[config.mk]
export PLATFORM = sky130hd
export DESIGN_NAME = pllseq_top
export DESIGN_NICKNAME = d
export VERILOG_FILES = /design/src/rtl/pllseq_pkg.sv /design/src/rtl/pllseq_interval.sv /design/src/rtl/pllseq_access_map.sv /design/src/rtl/pllseq_top.sv
export SDC_FILE = /design/constraint.sdc
export NUM_CORES = 1
export LEC_CHECK = 0
export BUFFER_PORTS_ARGS = -buffer_cell sky130_fd_sc_hd__buf_2
export CAP_MARGIN = 20
export CORE_MARGIN = 1
export CORE_UTILIZATION = 56
export CTS_CLUSTER_DIAMETER = 100
export CTS_CLUSTER_SIZE = 28
export DETAILED_ROUTE_END_ITERATION = 7
export GPL_ROUTABILITY_DRIVEN = 1
export PLACE_DENSITY_LB_ADDON = 0.3
export SLEW_MARGIN = 20
export SYNTH_ARGS = -nofsm -noshare
export SYNTH_HDL_FRONTEND = slang
export SYNTH_SLANG_ARGS = --single-unit
[constraint.sdc]
create_clock -name clk -period 5.2 [get_ports clk]
set_clock_uncertainty 0.05 [all_clocks]
set_input_delay 0.26 -clock clk [delete_from_list [all_inputs] [get_ports clk]]
set_output_delay 0.26 -clock clk [all_outputs]
set_load 0.01 [all_outputs]
[src/rtl/pllseq_pkg.sv]
package pllseq_pkg;

    typedef enum logic [3:0] {
        ST_IDLE,
        ST_OUT_OFF,
        ST_LOAD_PRE,
        ST_LOAD_MUL,
        ST_SETTLE,
        ST_POLL_LOCK,
        ST_LOAD_POST,
        ST_ARM,
        ST_FIRE,
        ST_POLL_CMD,
        ST_OUT_ON,
        ST_FINISH
    } step_e;

    // word offsets inside one clock domain's register window
    localparam int OFS_CTRL   = 0;
    localparam int OFS_MUL    = 4;
    localparam int OFS_PRE    = 5;
    localparam int OFS_POST   = 6;
    localparam int OFS_CMD    = 14;
    localparam int OFS_STATUS = 15;
    localparam int OFS_CMDEN  = 16;

    localparam int DIV_EN_BIT = 15;
    localparam int BUSY_BIT   = 0;

endpackage

[src/rtl/pllseq_interval.sv]
// Saturating cycle counter: restarts from zero whenever run is low,
// flags expiry once run has been high for LIMIT cycles.
module pllseq_interval #(
    parameter int LIMIT = 16
) (
    input  logic clk,
    input  logic rst_n,
    input  logic run,
    output logic expired
);
    localparam int CW = $clog2(LIMIT + 1);
    localparam logic [CW-1:0] LAST = CW'(LIMIT - 1);

    logic [CW-1:0] cnt_d, cnt_q;

    always_comb begin
        cnt_d = cnt_q;
        if (!run) begin
            cnt_d = '0;
        end else if (cnt_q != LAST) begin
            cnt_d = cnt_q + 1'b1;
        end
    end

    always_ff @(posedge clk) begin
        if (!rst_n) begin
            cnt_q <= '0;
        end else begin
            cnt_q <= cnt_d;
        end
    end

    assign expired = run && (cnt_q == LAST);
endmodule

[src/rtl/pllseq_access_map.sv]
// Decodes the current step into the bus access it must issue.
module pllseq_access_map
    import pllseq_pkg::*;
#(
    parameter int PRE_W  = 5,
    parameter int MUL_W  = 4,
    parameter int POST_W = 5,
    parameter int ADDR_W = 5,
    parameter int DATA_W = 32
) (
    input  step_e             step,
    input  logic [PRE_W-1:0]  pre,
    input  logic [MUL_W-1:0]  mul,
    input  logic [POST_W-1:0] post,
    output logic              req,
    output logic              we,
    output logic [ADDR_W-1:0] addr,
    output logic [DATA_W-1:0] wdata
);
    localparam logic [DATA_W-1:0] DIV_EN = DATA_W'(1) << DIV_EN_BIT;
    localparam logic [DATA_W-1:0] ONE    = DATA_W'(1);

    always_comb begin
        req   = 1'b1;
        we    = 1'b1;
        addr  = '0;
        wdata = '0;
        case (step)
            ST_OUT_OFF:   begin addr = ADDR_W'(OFS_CTRL);  wdata = '0; end
            ST_LOAD_PRE:  begin addr = ADDR_W'(OFS_PRE);   wdata = DIV_EN | DATA_W'(pre); end
            ST_LOAD_MUL:  begin addr = ADDR_W'(OFS_MUL);   wdata = DATA_W'(mul); end
            ST_LOAD_POST: begin addr = ADDR_W'(OFS_POST);  wdata = DIV_EN | DATA_W'(post); end
            ST_ARM:       begin addr = ADDR_W'(OFS_CMDEN); wdata = ONE; end
            ST_FIRE:      begin addr = ADDR_W'(OFS_CMD);   wdata = ONE; end
            ST_OUT_ON:    begin addr = ADDR_W'(OFS_CTRL);  wdata = ONE; end
            ST_POLL_LOCK,
            ST_POLL_CMD:  begin we = 1'b0; addr = ADDR_W'(OFS_STATUS); end
            default:      begin req = 1'b0; we = 1'b0; end
        endcase
    end
endmodule

[src/rtl/pllseq_top.sv]
module pllseq_top
    import pllseq_pkg::*;
#(
    parameter int PRE_W      = 5,
    parameter int MUL_W      = 4,
    parameter int POST_W     = 5,
    parameter int ADDR_W     = 5,
    parameter int DATA_W     = 32,
    parameter int SETTLE_CYC = 100000,
    parameter int POLL_LIMIT = 1000000
) (
    input  logic              clk,
    input  logic              rst_n,
    input  logic              start,
    input  logic [PRE_W-1:0]  pre_in,
    input  logic [MUL_W-1:0]  mul_in,
    input  logic [POST_W-1:0] post_in,
    output logic              bus_req,
    output logic              bus_we,
    output logic [ADDR_W-1:0] bus_addr,
    output logic [DATA_W-1:0] bus_wdata,
    input  logic              bus_ack,
    input  logic [DATA_W-1:0] bus_rdata,
    output logic              done,
    output logic              err
);
    typedef struct packed {
        step_e             step;
        logic [PRE_W-1:0]  pre;
        logic [MUL_W-1:0]  mul;
        logic [POST_W-1:0] post;
        logic              err;
    } seq_t;

    seq_t seq_d, seq_q;

    logic settle_exp, poll_exp, in_poll, busy_rd;
    logic [DATA_W-1:0] rdata_unused;

    assign in_poll      = (seq_q.step == ST_POLL_LOCK) || (seq_q.step == ST_POLL_CMD);
    assign busy_rd      = bus_rdata[BUSY_BIT];
    assign rdata_unused = bus_rdata;

    pllseq_interval #(.LIMIT(SETTLE_CYC)) u_settle (
        .clk     (clk),
        .rst_n   (rst_n),
        .run     (seq_q.step == ST_SETTLE),
        .expired (settle_exp)
    );

    pllseq_interval #(.LIMIT(POLL_LIMIT)) u_poll_to (
        .clk     (clk),
        .rst_n   (rst_n),
        .run     (in_poll),
        .expired (poll_exp)
    );

    pllseq_access_map #(
        .PRE_W  (PRE_W),
        .MUL_W  (MUL_W),
        .POST_W (POST_W),
        .ADDR_W (ADDR_W),
        .DATA_W (DATA_W)
    ) u_map (
        .step  (seq_q.step),
        .pre   (seq_q.pre),
        .mul   (seq_q.mul),
        .post  (seq_q.post),
        .req   (bus_req),
        .we    (bus_we),
        .addr  (bus_addr),
        .wdata (bus_wdata)
    );

    always_comb begin
        seq_d = seq_q;
        case (seq_q.step)
            ST_IDLE: begin
                if (start) begin
                    seq_d.step = ST_OUT_OFF;
                    seq_d.pre  = pre_in;
                    seq_d.mul  = mul_in;
                    seq_d.post = post_in;
                    seq_d.err  = 1'b0;
                end
            end
            ST_OUT_OFF:   if (bus_ack) seq_d.step = ST_LOAD_PRE;
            ST_LOAD_PRE:  if (bus_ack) seq_d.step = ST_LOAD_MUL;
            ST_LOAD_MUL:  if (bus_ack) seq_d.step = ST_SETTLE;
            ST_SETTLE:    if (settle_exp) seq_d.step = ST_POLL_LOCK;
            ST_POLL_LOCK: begin
                if (bus_ack) begin
                    if (!busy_rd) begin
                        seq_d.step = ST_LOAD_POST;
                    end else if (poll_exp) begin
                        seq_d.step = ST_FINISH;
                        seq_d.err  = 1'b1;
                    end
                end
            end
            ST_LOAD_POST: if (bus_ack) seq_d.step = ST_ARM;
            ST_ARM:       if (bus_ack) seq_d.step = ST_FIRE;
            ST_FIRE:      if (bus_ack) seq_d.step = ST_POLL_CMD;
            ST_POLL_CMD: begin
                if (bus_ack) begin
                    if (!busy_rd) begin
                        seq_d.step = ST_OUT_ON;
                    end else if (poll_exp) begin
                        seq_d.step = ST_FINISH;
                        seq_d.err  = 1'b1;
                    end
                end
            end
            ST_OUT_ON:    if (bus_ack) seq_d.step = ST_FINISH;
            ST_FINISH:    seq_d.step = ST_IDLE;
            default:      seq_d.step = ST_IDLE;
        endcase
    end

    always_ff @(posedge clk) begin
        if (!rst_n) begin
            seq_q <= '{step: ST_IDLE, pre: '0, mul: '0, post: '0, err: 1'b0};
        end else begin
            seq_q <= seq_d;
        end
    end

    assign done = (seq_q.step == ST_FINISH);
    assign err  = seq_q.err;
endmodule

==> impl_metrics.json, run 1 <==
{
  "core-area_um2": 5510,
  "synth_area_per_cell_um2": 8.17,
  "crit_type": "flip-flop to primary output",
  "core.rowCount": 27,
  "dp_hpwl_um": 4170,
  "yosysSeqAreaShare": 0.351,
  "leakagePower_nw": 1.27,
  "grt_pass1_wl_um": 10000,
  "layout_commonest_cell": "dfxtp_1",
  "switching_share": 0.272,
  "synth-main-ff-cell": "dfxtp_1",
  "rsz0062_at_grt": "no",
  "wl_per_cell_um": 12.2,
  "track_usage": 0.206,
  "status": "finished clean",
  "synth_cells": 391,
  "syn_area_um2": 3190,
  "cts-hold-fix-buffers": 0,
  "synth_area_leaders": "dfxtp_1, buf_4, nand2_1",
  "firstDrtPassIters": 4,
  "diodes": 0,
  "tightest_slew_ps": 762,
  "die_area_um2": 6010,
  "num_vias": 2598,
  "initial_core_util": 0.580,
  "areaGrowthSynthToFinish_pct": 4.86,
  "power_switching_mw": 0.241,
  "gp_congestion": 0.875,
  "p_int_mw": 0.646,
  "drive_gt1_frac": 0.155,
  "yosys_warnings": 0,
  "grt_pass1_vias": 2273,
  "relSlewSlack": 0.491,
  "period_needed_ps": 2360,
  "grt_use_met1": 0.269,
  "grt.met2_usage": 0.339,
  "finalPower_mw": 0.887,
  "tns_ps": 0,
  "cp-start-kind": "flip-flop",
  "synth_top_area_share": 0.351,
  "finalSetupViolCount": 0,
  "drv_slew": 0,
  "crit_arrival_ps": 2050,
  "layout.nets": 463,
  "worstPathRequired_ps": 4890,
  "grt_remaining_overflow": 0,
  "viasPerCell": 5.37,
  "ios": 91,
  "io_buffers": 33,
  "ir_drop_mv": 0.193,
  "h-tree-depth": 2,
  "synth_top_cell_by_area": "dfxtp_1",
  "wl_um": 5900,
  "cts_setup_buffers": 0,
  "fill_cells": 488,
  "drc": 0,
  "grt_util_met3": 0.0365,
  "drtIter0Drc": 188,
  "ys_seq_elements": 56,
  "p_per_area_nw_per_um2": 265,
  "insertion_delay_ps": 310,
  "cts_root_buf": "clkbuf_8",
  "grt_max_degree": 30,
  "synth_edf_count": 0,
  "die_w_um": 77.5,
  "hold_path_class": "input pin to flip-flop",
  "layout_common_cells": "dfxtp_1, nand2_1, nor2_1, buf_2, conb_1",
  "fmax_ghz": 0.424,
  "pwr-share-comb": 0.141,
  "path_clk_slew_ps": 100,
  "die_h_um": 77.5,
  "seqPwrFrac": 0.518,
  "synthArstFlopShare": 0,
  "antenna_left": 0,
  "top_usage_layer": "met2",
  "clkSinkCount": 56,
  "cts-resized-gates": 0,
  "finalHoldViolations": 0,
  "max_cap_viol_count": 0,
  "cts_tree": "built",
  "cp_max_fo": 18,
  "min_period_over_period": 0.453,
  "grt_antenna_before_repair": 0,
  "end_kind": "primary output",
  "power_frac_clock": 0.341,
  "numCtsBuffers": 5,
  "clock_path_buffers": 2,
  "yosysUniqueCellTypes": 63
}
[through the flow]
step | utilization | hold slack, ps | setup WS [ps] | area, um2 | cells
global placement | 0.586 | 391 | 3090 | 3230 | 476
detailed placement | 0.586 | 395 | 3060 | 3230 | 476
CTS | 0.608 | 123 | 2850 | 3350 | 484
floorplan | - | 345 | 3460 | 3290 | 416
finish | 0.608 | 126 | 2840 | 3350 | 484
global route | 0.608 | 122 | 2700 | 3350 | 484
[power by group through the flow]
stage / clock network [mW] / logic [mW] / registers, mW
after global placement: 0 / 0.122 / 0.469
after floorplan: 0 / 0.127 / 0.459
after CTS: 0.307 / 0.125 / 0.460
after detailed placement: 0 / 0.124 / 0.470
final: 0.303 / 0.125 / 0.460
after global routing: 0.323 / 0.139 / 0.463
[cell type report]
cell class,instances,area [um2],share of cell area
clock buffers,6,82.6,0.0247
clock inverters,2,38.8,0.0116
inverters,4,17.5,0.00523
multi-input cells,310,1830,0.545
flip-flops and latches,56,1120,0.335
well taps,72,90.1,0.0269
repair buffers,34,173,0.0516
[cell families (layout without fill, tap and decap cells)]
logic type	after synthesis	count (layout)	synth area share
other	1	26	0.00117
DFF	56	56	0.351
AOI/OAI and AO/OA	69	69	0.141
buffers and inverters	50	46	0.107
xor gates and xnor gates	27	27	0.0740
and+or+nand+nor	178	178	0.293
muxes	8	8	0.0259
adders and majority gates	2	2	0.00783
[cell usage after synthesis, types with 2 or more instances]
cell type	instances
o21ai_1	8
buf_6	2
dfxtp_1	56
clkbuf_1	7
nor2_4	2
or3_1	4
a21o_1	3
xor2_1	19
o21ai_0	7
nand4_1	8
xnor2_1	8
nand3_1	18
mux2_2	2
a22o_1	2
buf_2	7
nand2_1	53
a21boi_1	16
inv_1	2
nor2b_1	3
nand2b_1	3
buf_4	28
nor2_1	49
a31oi_1	2
nor3_1	5
and4_1	5
nor3_2	2
nor4b_1	2
ha_1	2
a21oi_1	19
and3_1	9
mux2i_1	6
[metal layers]
metal / wire [um] / part of all wire / vias up
li1: - / - / 1331
met1: 2900 / 0.49 / 1204
met2: 2700 / 0.46 / 54
met3: 209 / 0.035 / 9
met4: 91 / 0.015 / 0
met5: 0 / 0 / -
[final timing paths]
| kind | depth (start not counted) | start | end | slack [ps] |
|---|---|---|---|---|
| worst max-delay path | 4 | seq_q[16] | bus_addr[0] | 2840 |
| worst min-delay path | 3 | pre_in[1] | seq_q[11] | 130 |
| worst max register to register | 3 | seq_q[17] | u_settle.cnt_q[2] | 3050 |
| worst min register to register | 2 | seq_q[11] | seq_q[11] | 410 |
[state kept, by name (all words and copies together), names as in the netlist]
name             flops
u_poll_to.cnt_q     20
seq_q               18
u_settle.cnt_q      17
err                  1
[worst max-delay path: stages, from the launching register on]
cell     delay, ps
dfxtp_1        710
nand2_1        360
mux2_2         360
o32ai_1        120
buf_2          180
No activity file was read; power rests on OpenSTA's default activity.
==> run 2: changes to the inputs <==
--- a/config.mk
+++ b/config.mk
@@ -8,7 +8,7 @@
 export BUFFER_PORTS_ARGS = -buffer_cell sky130_fd_sc_hd__buf_2
 export CAP_MARGIN = 20
 export CORE_MARGIN = 1
-export CORE_UTILIZATION = 56
+export CORE_UTILIZATION = 52
 export CTS_CLUSTER_DIAMETER = 100
 export CTS_CLUSTER_SIZE = 28
 export DETAILED_ROUTE_END_ITERATION = 7
==> constraint.sdc (replaced) <==
create_clock -name clk -period 2.42 [get_ports clk]
set_clock_uncertainty 0.05 [all_clocks]
set_input_delay 0.121 -clock clk [delete_from_list [all_inputs] [get_ports clk]]
set_output_delay 0.121 -clock clk [all_outputs]
set_load 0.01 [all_outputs]
==> run 2 against run 1 <==
Compared with the run above:
- sequential cell count did not move
- die area up 7.5%
- cell area rose by 4.1%
- critical endpoint unchanged
- core utilization down 1.9 points
- wire length is 11% higher
- critical path depth unchanged
- count of clock-buffer cells in the layout shrank 1
- clock power grew 97%
- worst hold slack got worse by 130 ps
- first-iteration DRC count fell by 32%
- via count grew 3.2%
==> impl_metrics.json, run 2 (synthesis results as in run 1) <==
{
  "top_regs": "u_poll_to.cnt_q (20), seq_q (18), u_settle.cnt_q (17)",
  "io_buffers": 33,
  "finalSetupViolCount": 0,
  "drtIter0Drc": 127,
  "clkSinkCount": 56,
  "core.rowCount": 28,
  "clock_path_buffers": 2,
  "die_w_um": 80.4,
  "end_kind": "primary output",
  "dp_hpwl_um": 4550,
  "drv_slew": 0,
  "ios": 91,
  "initial_core_util": 0.540,
  "viasPerCell": 5.34,
  "drive_gt1_frac": 0.157,
  "firstDrtPassIters": 4,
  "min_period_over_period": 0.857,
  "p_per_area_nw_per_um2": 540,
  "cp-start-kind": "flip-flop",
  "cts_root_buf": "clkbuf_8",
  "period_needed_ps": 2070,
  "grt_antenna_before_repair": 0,
  "core-area_um2": 5920,
  "tns_ps": 0,
  "die_area_um2": 6460,
  "num_vias": 2682,
  "insertion_delay_ps": 310,
  "wl_per_cell_um": 13.1,
  "finalHoldViolations": 0,
  "die_h_um": 80.4,
  "layout.nets": 480,
  "cts_tree": "built",
  "grt_max_degree": 23,
  "layout_commonest_cell": "dfxtp_1",
  "max_cap_viol_count": 0,
  "gp_congestion": 0.782,
  "cp_cell_sequence": "nand2_1, mux2_2, o32ai_1, buf_2",
  "tightest_slew_ps": 660,
  "regMostFlops": "u_poll_to.cnt_q",
  "cts-resized-gates": 0,
  "instances_no_fill": 502,
  "largest_reg_flops": 20,
  "numCtsBuffers": 5,
  "grt_pass1_wl_um": 11200,
  "rsz0062_at_grt": "no",
  "grt_remaining_overflow": 0,
  "relSlewSlack": 0.559,
  "cp_max_fo": 12,
  "cp_slowest_cell": "dfxtp_1",
  "diodes": 0,
  "fmax_ghz": 0.482,
  "postLayoutCoreUtil": 0.589,
  "worstPathRequired_ps": 2250,
  "dp.cells": 484,
  "ir_drop_mv": 0.366,
  "max_stage_delay_ps": 620,
  "crit_arrival_ps": 1900,
  "status": "finished clean",
  "wl_um": 6560,
  "antenna_left": 0,
  "grt_pass1_vias": 2484,
  "leakagePower_nw": 1.34,
  "layout_common_cells": "dfxtp_1, nand2_1, nor2_1, buf_2, conb_1",
  "path_clk_slew_ps": 90,
  "h-tree-depth": 2,
  "track_usage": 0.221,
  "hold_path_class": "input pin to flip-flop",
  "crit_type": "flip-flop to primary output",
  "areaGrowthSynthToFinish_pct": 9.20,
  "drc": 0
}
## run 2: changes by cell type in the layout (fill, tap and decap cells not counted), sizes merged
cell         previous run  this run
dlygate4sd3             0        12
clkbuf                  6         5
buf                    34        39
clkinv                  1         0
## run 2: area by class of cell
type / count / area (um2)
clock buffer: 5 / 68.8
clock inverter: 1 / 30.0
fill: 568 / 2430
inverter: 4 / 17.5
multi-input combinational: 310 / 1830
sequential: 56 / 1120
tap: 75 / 93.8
timing repair buffer: 51 / 330
## run 2: report_power, final
part | internal [mW] | total, mW | switching, mW
registers | 0.952 | 0.982 | 0.0306
clock network | 0.298 | 0.596 | 0.298
logic | 0.120 | 0.305 | 0.186
## run 2: what timing repair did
action,in CTS,in global routing
hold buffers,11,1
setup buffers,0,0
endpoints found under the hold margin,11,1
## run 2: routing by layer
metal  track usage  vias to the layer above  share of wire
li1              -                     1374              -
met1         0.282                     1250           0.48
met2         0.375                       51           0.48
met3        0.0341                        7          0.028
met4        0.0750                        0          0.013
met5             0                        -              0
## run 2: final timing paths
check,start,to,slack (ps),cells after the start
setup reg to reg,seq_q[18],seq_q[16],420,6
setup / recovery,seq_q[16],bus_addr[0],350,4
hold reg to reg,seq_q[7],seq_q[7],410,2
hold / removal,mul_in[0],seq_q[6],0.6,3
## run 2: worst max-delay path: cells and delay by family, from the launching register on
family	cells	cell delay, ps
flops	1	620
mux	1	340
simple gates	1	310
buf+inv	1	180
compound gates	1	130
## run 2: through the flow
step	total power [mW]	hold WS, ps	instance area (um2)	setup WS (ps)
6_report	1.88	0.571	3490	347
5_1_grt	1.97	2.24	3490	254
4_1_cts	1.89	0.237	3480	355
3_5_place_dp	1.29	318	3270	467
3_3_place_gp	1.28	312	3270	496
2_1_floorplan	1.26	206	3290	678
